==> src/rtl/rtc_pkg.sv <==
package rtc_pkg;

  function automatic logic [6:0] fld_dec(input logic [7:0] b, input logic bin);
    return bin ? b[6:0] : (7'(b[7:4]) * 7'd10 + 7'(b[3:0]));
  endfunction

  function automatic logic [7:0] fld_enc(input logic [6:0] v, input logic bin);
    logic [6:0] tens, ones;
    tens = v / 7'd10;
    ones = v % 7'd10;
    return bin ? {1'b0, v} : {tens[3:0], ones[3:0]};
  endfunction

  // hours to 0..23 regardless of format
  function automatic logic [4:0] hr_dec(input logic [7:0] b, input logic bin, input logic h24);
    logic [6:0] v;
    if (h24) begin
      v = fld_dec(b, bin);
    end else begin
      v = fld_dec({1'b0, b[6:0]}, bin) % 7'd12;
      if (b[7]) v = v + 7'd12;
    end
    return v[4:0];
  endfunction

  function automatic logic [7:0] hr_enc(input logic [4:0] h, input logic bin, input logic h24);
    logic [4:0] m;
    logic [7:0] e;
    if (h24) return fld_enc({2'b00, h}, bin);
    m = (h >= 5'd12) ? h - 5'd12 : h;
    if (m == 5'd0) m = 5'd12;
    e = fld_enc({2'b00, m}, bin);
    return {(h >= 5'd12), e[6:0]};
  endfunction

  function automatic logic is_wild(input logic [7:0] b);
    return b[7:6] == 2'b11;
  endfunction

endpackage

==> src/rtl/rtc_div.sv <==
module rtc_div #(
  parameter int TICKS     = 32768,
  parameter int UIP_TICKS = 8
) (
  input  logic clk_i,
  input  logic rst_ni,
  input  logic tick_i,
  input  logic div_rst_i,
  input  logic run_i,
  output logic uip_o,
  output logic upd_o
);
  localparam int CW = $clog2(TICKS);
  localparam logic [CW-1:0] LAST   = CW'(TICKS - 1);
  localparam logic [CW-1:0] HALF   = CW'(TICKS / 2);
  localparam logic [CW-1:0] UIP_AT = CW'(TICKS - UIP_TICKS);

  logic [CW-1:0] cnt_q;

  // held at half-second while in reset so release starts mid-second
  always_ff @(posedge clk_i or negedge rst_ni) begin
    if (!rst_ni)        cnt_q <= '0;
    else if (div_rst_i) cnt_q <= HALF;
    else if (tick_i)    cnt_q <= (cnt_q == LAST) ? '0 : cnt_q + CW'(1);
  end

  assign upd_o = tick_i & ~div_rst_i & (cnt_q == LAST);
  assign uip_o = run_i & (cnt_q >= UIP_AT);
endmodule

==> src/rtl/rtc_time.sv <==
module rtc_time
  import rtc_pkg::*;
(
  input  logic       clk_i,
  input  logic       rst_ni,
  input  logic       ld_i,
  input  logic [7:0] ld_sec_i,
  input  logic [7:0] ld_min_i,
  input  logic [7:0] ld_hr_i,
  input  logic       bin_i,
  input  logic       h24_i,
  input  logic       step_i,
  output logic [5:0] sec_o,
  output logic [5:0] min_o,
  output logic [4:0] hr_o,
  output logic [5:0] nxt_sec_o,
  output logic [5:0] nxt_min_o,
  output logic [4:0] nxt_hr_o
);
  logic [5:0] sec_q, min_q;
  logic [4:0] hr_q;
  logic [6:0] ld_sec_b, ld_min_b;

  always_comb begin
    nxt_sec_o = sec_q;
    nxt_min_o = min_q;
    nxt_hr_o  = hr_q;
    if (step_i) begin
      if (sec_q == 6'd59) begin
        nxt_sec_o = '0;
        if (min_q == 6'd59) begin
          nxt_min_o = '0;
          nxt_hr_o  = (hr_q == 5'd23) ? '0 : hr_q + 5'd1;
        end else begin
          nxt_min_o = min_q + 6'd1;
        end
      end else begin
        nxt_sec_o = sec_q + 6'd1;
      end
    end
  end

  assign ld_sec_b = fld_dec(ld_sec_i, bin_i);
  assign ld_min_b = fld_dec(ld_min_i, bin_i);

  always_ff @(posedge clk_i or negedge rst_ni) begin
    if (!rst_ni) begin
      sec_q <= '0;
      min_q <= '0;
      hr_q  <= '0;
    end else if (ld_i) begin
      sec_q <= ld_sec_b[5:0];
      min_q <= ld_min_b[5:0];
      hr_q  <= hr_dec(ld_hr_i, bin_i, h24_i);
    end else begin
      sec_q <= nxt_sec_o;
      min_q <= nxt_min_o;
      hr_q  <= nxt_hr_o;
    end
  end

  assign sec_o = sec_q;
  assign min_o = min_q;
  assign hr_o  = hr_q;
endmodule

==> src/rtl/rtc_alarm.sv <==
module rtc_alarm
  import rtc_pkg::*;
(
  input  logic [7:0] alm_sec_i,
  input  logic [7:0] alm_min_i,
  input  logic [7:0] alm_hr_i,
  input  logic       bin_i,
  input  logic       h24_i,
  input  logic [5:0] sec_i,
  input  logic [5:0] min_i,
  input  logic [4:0] hr_i,
  output logic       match_o
);
  localparam int NFLD = 2;

  logic [NFLD-1:0][7:0] alm;
  logic [NFLD-1:0][5:0] cur;
  logic [NFLD:0]        hit;

  assign alm = {alm_min_i, alm_sec_i};
  assign cur = {min_i, sec_i};

  for (genvar g = 0; g < NFLD; g++) begin : g_fld
    assign hit[g] = is_wild(alm[g]) | (fld_dec(alm[g], bin_i) == {1'b0, cur[g]});
  end

  assign hit[NFLD] = is_wild(alm_hr_i) | (hr_dec(alm_hr_i, bin_i, h24_i) == hr_i);
  assign match_o   = &hit;
endmodule

==> src/rtl/rtc_flags.sv <==
module rtc_flags (
  input  logic clk_i,
  input  logic rst_ni,
  input  logic upd_i,
  input  logic match_i,
  input  logic clr_i,
  input  logic ue_en_i,
  input  logic ae_en_i,
  output logic uf_o,
  output logic af_o,
  output logic irq_o
);
  logic uf_q, af_q, irq_q;
  logic uf_b, af_b, irq_b, set_af, new_uf, new_af;

  // clear applies first, so a same-cycle set counts as new
  assign uf_b   = uf_q  & ~clr_i;
  assign af_b   = af_q  & ~clr_i;
  assign irq_b  = irq_q & ~clr_i;
  assign set_af = upd_i & match_i;
  assign new_uf = upd_i  & ~uf_b;
  assign new_af = set_af & ~af_b;

  always_ff @(posedge clk_i or negedge rst_ni) begin
    if (!rst_ni) begin
      uf_q  <= 1'b0;
      af_q  <= 1'b0;
      irq_q <= 1'b0;
    end else begin
      uf_q  <= uf_b | upd_i;
      af_q  <= af_b | set_af;
      irq_q <= irq_b | (new_uf & ue_en_i) | (new_af & ae_en_i);
    end
  end

  assign uf_o  = uf_q;
  assign af_o  = af_q;
  assign irq_o = irq_q;
endmodule

==> src/rtl/rtc_update_alarm.sv <==
module rtc_update_alarm
  import rtc_pkg::*;
#(
  parameter int TICKS_PER_SEC = 32768,
  parameter int UIP_TICKS     = 8
) (
  input  logic       clk_i,
  input  logic       rst_ni,
  input  logic       tick_i,
  input  logic [2:0] div_ctl_i,
  input  logic       set_i,
  input  logic       bin_i,
  input  logic       h24_i,
  input  logic       ue_en_i,
  input  logic       ae_en_i,
  input  logic       ld_i,
  input  logic [7:0] ld_sec_i,
  input  logic [7:0] ld_min_i,
  input  logic [7:0] ld_hr_i,
  input  logic [7:0] alm_sec_i,
  input  logic [7:0] alm_min_i,
  input  logic [7:0] alm_hr_i,
  input  logic       flag_clr_i,
  output logic [7:0] sec_o,
  output logic [7:0] min_o,
  output logic [7:0] hr_o,
  output logic       uip_o,
  output logic       uf_o,
  output logic       af_o,
  output logic       irq_o
);
  logic       div_rst, run, upd, match;
  logic [5:0] sec_b, min_b, nsec_b, nmin_b;
  logic [4:0] hr_b, nhr_b;

  assign div_rst = (div_ctl_i[2:1] == 2'b11);
  assign run     = ~set_i & (div_ctl_i <= 3'd2);

  rtc_div #(
    .TICKS    (TICKS_PER_SEC),
    .UIP_TICKS(UIP_TICKS)
  ) i_div (
    .clk_i    (clk_i),
    .rst_ni   (rst_ni),
    .tick_i   (tick_i),
    .div_rst_i(div_rst),
    .run_i    (run),
    .uip_o    (uip_o),
    .upd_o    (upd)
  );

  rtc_time i_time (
    .clk_i    (clk_i),
    .rst_ni   (rst_ni),
    .ld_i     (ld_i),
    .ld_sec_i (ld_sec_i),
    .ld_min_i (ld_min_i),
    .ld_hr_i  (ld_hr_i),
    .bin_i    (bin_i),
    .h24_i    (h24_i),
    .step_i   (upd & run),
    .sec_o    (sec_b),
    .min_o    (min_b),
    .hr_o     (hr_b),
    .nxt_sec_o(nsec_b),
    .nxt_min_o(nmin_b),
    .nxt_hr_o (nhr_b)
  );

  // compare against the time as it stands after this update
  rtc_alarm i_alarm (
    .alm_sec_i(alm_sec_i),
    .alm_min_i(alm_min_i),
    .alm_hr_i (alm_hr_i),
    .bin_i    (bin_i),
    .h24_i    (h24_i),
    .sec_i    (nsec_b),
    .min_i    (nmin_b),
    .hr_i     (nhr_b),
    .match_o  (match)
  );

  rtc_flags i_flags (
    .clk_i  (clk_i),
    .rst_ni (rst_ni),
    .upd_i  (upd),
    .match_i(match),
    .clr_i  (flag_clr_i),
    .ue_en_i(ue_en_i),
    .ae_en_i(ae_en_i),
    .uf_o   (uf_o),
    .af_o   (af_o),
    .irq_o  (irq_o)
  );

  assign sec_o = fld_enc({1'b0, sec_b}, bin_i);
  assign min_o = fld_enc({1'b0, min_b}, bin_i);
  assign hr_o  = hr_enc(hr_b, bin_i, h24_i);
endmodule

==> config.mk <==
export PLATFORM = sky130hd
export DESIGN_NAME = rtc_update_alarm
export DESIGN_NICKNAME = d
export VERILOG_FILES = /design/src/rtl/rtc_pkg.sv /design/src/rtl/rtc_div.sv /design/src/rtl/rtc_time.sv /design/src/rtl/rtc_alarm.sv /design/src/rtl/rtc_flags.sv /design/src/rtl/rtc_update_alarm.sv
export SDC_FILE = /design/constraint.sdc
export NUM_CORES = 1
export LEC_CHECK = 0
export ABC_AREA = 1
export BUFFER_PORTS_ARGS = -buffer_cell sky130_fd_sc_hd__buf_2
export CAP_MARGIN = 10
export CORE_MARGIN = 2
export CORE_UTILIZATION = 31
export CTS_BUF_LIST = sky130_fd_sc_hd__clkbuf_4 sky130_fd_sc_hd__clkbuf_8 sky130_fd_sc_hd__clkbuf_16
export DETAILED_ROUTE_END_ITERATION = 7
export PLACE_DENSITY_LB_ADDON = 0.05
export SLEW_MARGIN = 40
export SYNTH_ARGS = -nofsm -noshare
export SYNTH_HDL_FRONTEND = slang
export SYNTH_SLANG_ARGS = --single-unit
==> constraint.sdc <==
create_clock -name clk_i -period 9 [get_ports clk_i]
set_clock_uncertainty 0.05 [all_clocks]
set_input_delay 0.9 -clock clk_i [delete_from_list [all_inputs] [get_ports clk_i]]
set_output_delay 0.9 -clock clk_i [all_outputs]
set_load 0.05 [all_outputs]
== Yosys cells after proc, flatten, opt, wreduce, memory -nomap -nowiden ==
Index checks and enable logic that the tools add are counted.
Word-level totals
  output and inout bits: 28
  input port bits: 61
  bits in registers: 35
Cells by class
  mux-type cells: 37
  multiply operators: 8
  bitwise logic cells: 25
  $lt $le $gt $ge: 3
  reductions and logical operators: 3
  eq/ne operators: 11
  add/sub/neg operators: 15
  div/mod/pow operators: 10
Operators with widths (count)
  $mux 5: 14
  $mux 6: 9
  $mux 15: 3
  $mux 8: 5
  $mux 7: 5
  $add 7x4->7: 4
  $add 15x1->15 const B: 1
  $eq 15x15->1 const B: 1
  $ge 15x15->1 const B: 1
  $div 5x4->7 const B: 2
  $div 6x4->7 const B: 2
  $eq 7x6->1: 2
  $mod 5x4->7 const B: 2
  $mod 6x4->7 const B: 2
  $mod 7x4->7 const B: 2
  $and 1x1->1: 13
  $add 6x1->6 const B: 2
  $add 6x4->6: 2
  $eq 6x6->1 const B: 2
  $mul 3x3->6 const B: 2
  $mul 4x3->6 const B: 2
  $add 5x4->5: 2
  $add 5x4->5 const B: 2
  $mul 4x3->5 const B: 2
  14 further kinds: 28

== Logic depth before layout (Yosys ltp) ==
  depth after elaboration: 14
  gate-level depth with buffers: 28
  gate-level depth less buffers: 28

== Modules after synthesis ==
From an unflattened synthesis, not the netlist that was laid out.
Unflattened totals
  cell total of the unflattened synthesis: 928
  area total of the unflattened synthesis: 6030.8 µm²
By module, submodules not included
  rtc_time: times used 1, area an instance 2245.9 µm², cells each 308
  rtc_alarm: times used 1, area an instance 1377.6 µm², cells each 224
  rtc_update_alarm: times used 1, area an instance 1256.2 µm², cells each 246
  rtc_div: times used 1, area an instance 1012.2 µm², cells each 135
  rtc_flags: times used 1, area an instance 138.9 µm², cells each 15

== Worst setup path before layout ==
No wires, ideal clock.
  path kind: register to output
  start: reg i_time.hr_q[1] (netlist: i_time.hr_o[1])
  end: out hr_o[4]
  arrival: 3718 ps
  required time: 8050 ps
  stages on the path, launching flop included: 23
  slack: 4332 ps
  path buffers: 0
  cell sequence: dfrtp_1 -> inv_1 -> ha_1 -> nand2_1 -> nand3_1 -> inv_2 -> o21ai_0 -> nand3_1 -> nor2_1 -> inv_1 -> nand2_1 -> inv_1 -> ha_1 -> inv_1 -> ha_1 -> inv_1 -> nand2_1 -> xor2_1 -> ha_1 -> nand2_1 -> a21oi_1 -> or2_1 -> a32oi_1
Between the ends
  cells in the longest elaborated chain, start to end: 8
  elaborated cells on any way between the ends: 12
  those cells by class: add/sub: 1; div: 2; order compare: 1; mux: 7; reduce/logical: 1
RTL lines
  start: declaration: line rtc_time.sv:21  | logic [4:0] hr_q;
  start signal: assignment: line rtc_time.sv:54  | hr_q <= hr_dec(ld_hr_i, bin_i, h24_i);
  start signal: assignment: line rtc_time.sv:58  | hr_q <= nxt_hr_o;
  $sub 5x4->5 / $ge 5x4->1 (equally long branches): line rtc_pkg.sv:30  | m = (h >= 5'd12) ? h - 5'd12 : h;
  $mux 5: line rtc_pkg.sv:30
  $logic_not 5->1: line rtc_pkg.sv:31  | if (m == 5'd0) m = 5'd12;
  $mux 5: line rtc_pkg.sv:31
  $mux 5: line rtc_pkg.sv:30
  $div 5x4->7: line rtc_pkg.sv:9  | tens = v / 7'd10;
  $mux 7: line rtc_pkg.sv:11  | return bin ? {1'b0, v} : {tens[3:0], ones[3:0]};
  $mux 8 *: line rtc_pkg.sv:30
  end: declaration: line rtc_update_alarm.sv:26  | output logic [7:0] hr_o,
Every way passes the cells marked *; elsewhere a longest branch is shown, timed or not. The select of a mux whose other input is x is not followed.

== Worst setup path in the final report ==
  start: reg i_time.hr_q[1] (netlist: i_time.hr_o[1])
  end: out hr_o[1]
Between the ends
  cells in the longest elaborated chain, start to end: 8
  elaborated cells on any way between the ends: 12
  those cells by class: add/sub: 1; div: 2; order compare: 1; mux: 7; reduce/logical: 1
RTL lines
  $sub 5x4->5 / $ge 5x4->1 (equally long branches): line rtc_pkg.sv:30
  $mux 5: line rtc_pkg.sv:30
  $logic_not 5->1: line rtc_pkg.sv:31
  $mux 5: line rtc_pkg.sv:31
  $mux 5: line rtc_pkg.sv:30
  $mod 5x4->7: line rtc_pkg.sv:10  | ones = v % 7'd10;
  $mux 7: line rtc_pkg.sv:11
  $mux 8 *: line rtc_pkg.sv:30
Marks and branches as above.

==> flow_summary.json <==
{
  "outcome": "finished clean",
  "min_path_type": "reg2reg",
  "grt_usage_pct": 17.00,
  "clk_latency_ps": 290,
  "htreeDepth": 2,
  "dp_cells": 1149,
  "vias": 5469,
  "crit_path_start_kind": "register",
  "numCtsBuffers": 5,
  "drc": 0,
  "rsz0062_at_grt": "no",
  "dieHeight_um": 137.4,
  "grt_pass1_wl_mm": 25.53,
  "die-area_sq_um": 18880,
  "cts_hold_buf": 0,
  "core_sq_um": 17360,
  "dp_hpwl_mm": 12.70,
  "syn_to_final_growth_pct": 13.92,
  "clock_path_buffers": 2,
  "gp_congestion": 0.8282,
  "syn_inst": 858,
  "grt_pass1_vias": 5188,
  "crit_arrival_ps": 4230,
  "drt_iter0_markers": 237,
  "leakage_nw": 3.217,
  "endpoint_kind": "primary output",
  "port_buffers": 85,
  "ys_warn_count": 0,
  "dp_slack_ps": 4156,
  "tns_ps": 0,
  "ios": 89,
  "cts_tree": "yes",
  "period_needed_ps": 5181,
  "wl_per_cell_um": 13.35,
  "cts.root.buffer_cell": "clkbuf_16",
  "totalWireLength_mm": 15.46,
  "clock.fmax_mhz": 193.0,
  "ys_async_sr_fraction_pct": 100.0,
  "ir_drop_uv": 135.1,
  "globalRouteOverflowTotal": 0,
  "antenna_found_initial": 3,
  "final-setup-viol-count": 0,
  "power_per_cell_area_nw_per_um2": 147.9,
  "synth.distinct_cells": 52,
  "hold_viol_final": 0,
  "synth-main-ff-cell": "dfrtp_1",
  "fin_util_pct": 36.22,
  "syn-cell-area_sq_um": 5518,
  "ys_seq_area_share_pct": 15.87,
  "post-cts-setup-buffers": 0,
  "synth_edf_count": 0,
  "dr.pass1.iters": 5,
  "ant_nets": 0,
  "avgSynthCellArea_sq_um": 6.431,
  "grt_max_degree": 54,
  "ys_ff_latch": 35,
  "drive_gt1_share_pct": 14.16,
  "die_x_um": 137.4,
  "max-slew-margin-rel_pct": 49.73,
  "cts.clk_slew.worst_paths_ps": 60,
  "cp.required_ps": 8050,
  "final_cell_count_no_fill": 1158,
  "hold-worst-slack_ps": 451.9,
  "viasPerCell": 4.723,
  "crit_path_max_fanout": 5,
  "cts_sinks": 35,
  "row_count": 48,
  "slew_viol_final": 0,
  "worst_slew_pin_slew_ps": 746.2,
  "fin_crit_sh_pct": 57.57,
  "cts-resized-gates": 0,
  "cap_violations": 0,
  "nets": 1062,
  "setup_ws_ps": 3819,
  "crit_type": "reg2out",
  "floorplan.initialDensity_pct": 31.79
}
critical path, stage by stage (launching register included):
cell and delay, ps:
dfrtp_1 420, inv_1 190, ha_1 270, nand2_1 70, nand3_1 160, inv_2 80
o21ai_0 310, nand3_1 120, nor2_1 170, inv_1 90, nand2_1 120, inv_1 80
ha_1 190, inv_1 50, ha_1 130, inv_1 30, nand2_1 100, xor2_1 240
ha_1 240, nand2_1 60, a21oi_1 190, or2_1 170, xnor2_1 70, o21ai_1 120
buf_2 270
synthesized netlist by cell type, types with 3 or more instances:
| cell type | number | share of area [%] |
|---|---|---|
| o21ai_2 | 3 | 0.48 |
| o21ai_1 | 6 | 0.54 |
| o22ai_1 | 9 | 1.0 |
| o21ai_0 | 86 | 7.8 |
| xnor2_1 | 16 | 2.5 |
| mux2i_1 | 3 | 0.54 |
| or2_2 | 11 | 1.2 |
| xor2_1 | 34 | 5.4 |
| nor2_1 | 63 | 4.3 |
| nand2_1 | 207 | 14 |
| a31oi_1 | 6 | 0.68 |
| nand4_1 | 12 | 1.4 |
| inv_2 | 4 | 0.27 |
| inv_1 | 121 | 8.2 |
| nand3_1 | 65 | 5.9 |
| a21oi_1 | 28 | 2.5 |
| nor3_1 | 14 | 1.3 |
| dfrtp_1 | 35 | 16 |
| clkbuf_1 | 14 | 0.95 |
| nor2_4 | 6 | 1.2 |
| ha_1 | 62 | 14 |
| buf_4 | 6 | 0.82 |
| nand2_2 | 3 | 0.34 |
| fa_1 | 8 | 2.9 |
flip-flops by register name (all words and copies together) (netlist names):
register / count
i_flags.af_o: 1
i_flags.uf_o: 1
i_time.hr_o: 5
i_div.cnt_q: 15
i_time.min_o: 6
i_flags.irq_o: 1
i_time.sec_o: 6
through the flow:
step | power (mW) | cell area, sq um
2_1_floorplan | 0.6301 | 5525
3_3_place_gp | 0.7681 | 6136
3_5_place_dp | 0.7642 | 6138
4_1_cts | 0.9424 | 6284
5_1_grt | 1.025 | 6286
6_report | 0.9297 | 6286
cell type report:
| cell class | instances | area, sq um |
|---|---|---|
| fillers | 1913 | 11070 |
| inverters | 125 | 469.2 |
| well taps | 225 | 281.5 |
| diodes | 1 | 2.502 |
| flip-flops and latches | 35 | 875.8 |
| multi-input cells | 677 | 4069 |
| repair buffers | 87 | 442.9 |
| clock inverters | 3 | 20.02 |
| clock buffers | 5 | 125.1 |
worst paths after layout:
check	startpoint	slack, ps	cells after the start	endpoint
setup / recovery	i_time.hr_o[1]	3820	24	hr_o[1]
hold / removal	i_flags.uf_o	450	2	i_flags.uf_o
hold reg to reg	i_flags.uf_o	450	2	i_flags.uf_o
setup reg to reg	i_time.sec_o[1]	5910	14	i_flags.irq_o
max in group asynchronous	rst_ni	8030	1	i_div.cnt_q[0]
min in group asynchronous	rst_ni	530	1	i_time.sec_o[3]
logic make-up after synthesis:
logic type | count (synthesis) | synth area share (%)
other cells | 1 | 0.06796
simple gates | 395 | 32.29
xor+xnor | 50 | 7.937
mux | 3 | 0.5442
flops | 35 | 15.87
fa+ha+maj | 70 | 16.96
buf+inv | 148 | 10.52
compound gates | 156 | 15.81
power by group:
part	switching (mW)	total, mW	internal, mW
Clock	0.0703	0.172	0.102
Sequential	0.0205	0.191	0.171
Combinational	0.383	0.566	0.183
layer usage:
metal	wire length (um)	global-route usage (%)
met5	29	0
met2	6856	28.11
met4	136	3.723
met1	7901	23.80
met3	531	1.876
cell usage in the layout (no fill, tap or decap), types with 8 or more instances in the layout:
cell type / netlist / routed
nand4_1: 12 / 12
buf_2: 2 / 84
nor3_1: 14 / 14
xor2_1: 34 / 34
o22ai_1: 9 / 9
or2_2: 11 / 11
xnor2_1: 16 / 16
ha_1: 62 / 62
fa_1: 8 / 8
inv_1: 121 / 121
nand2_1: 207 / 207
o21ai_0: 86 / 86
dfrtp_1: 35 / 35
a21oi_1: 28 / 28
nor2_1: 63 / 63
nand3_1: 65 / 65
Note: power is estimated with default switching activity, not from simulation.
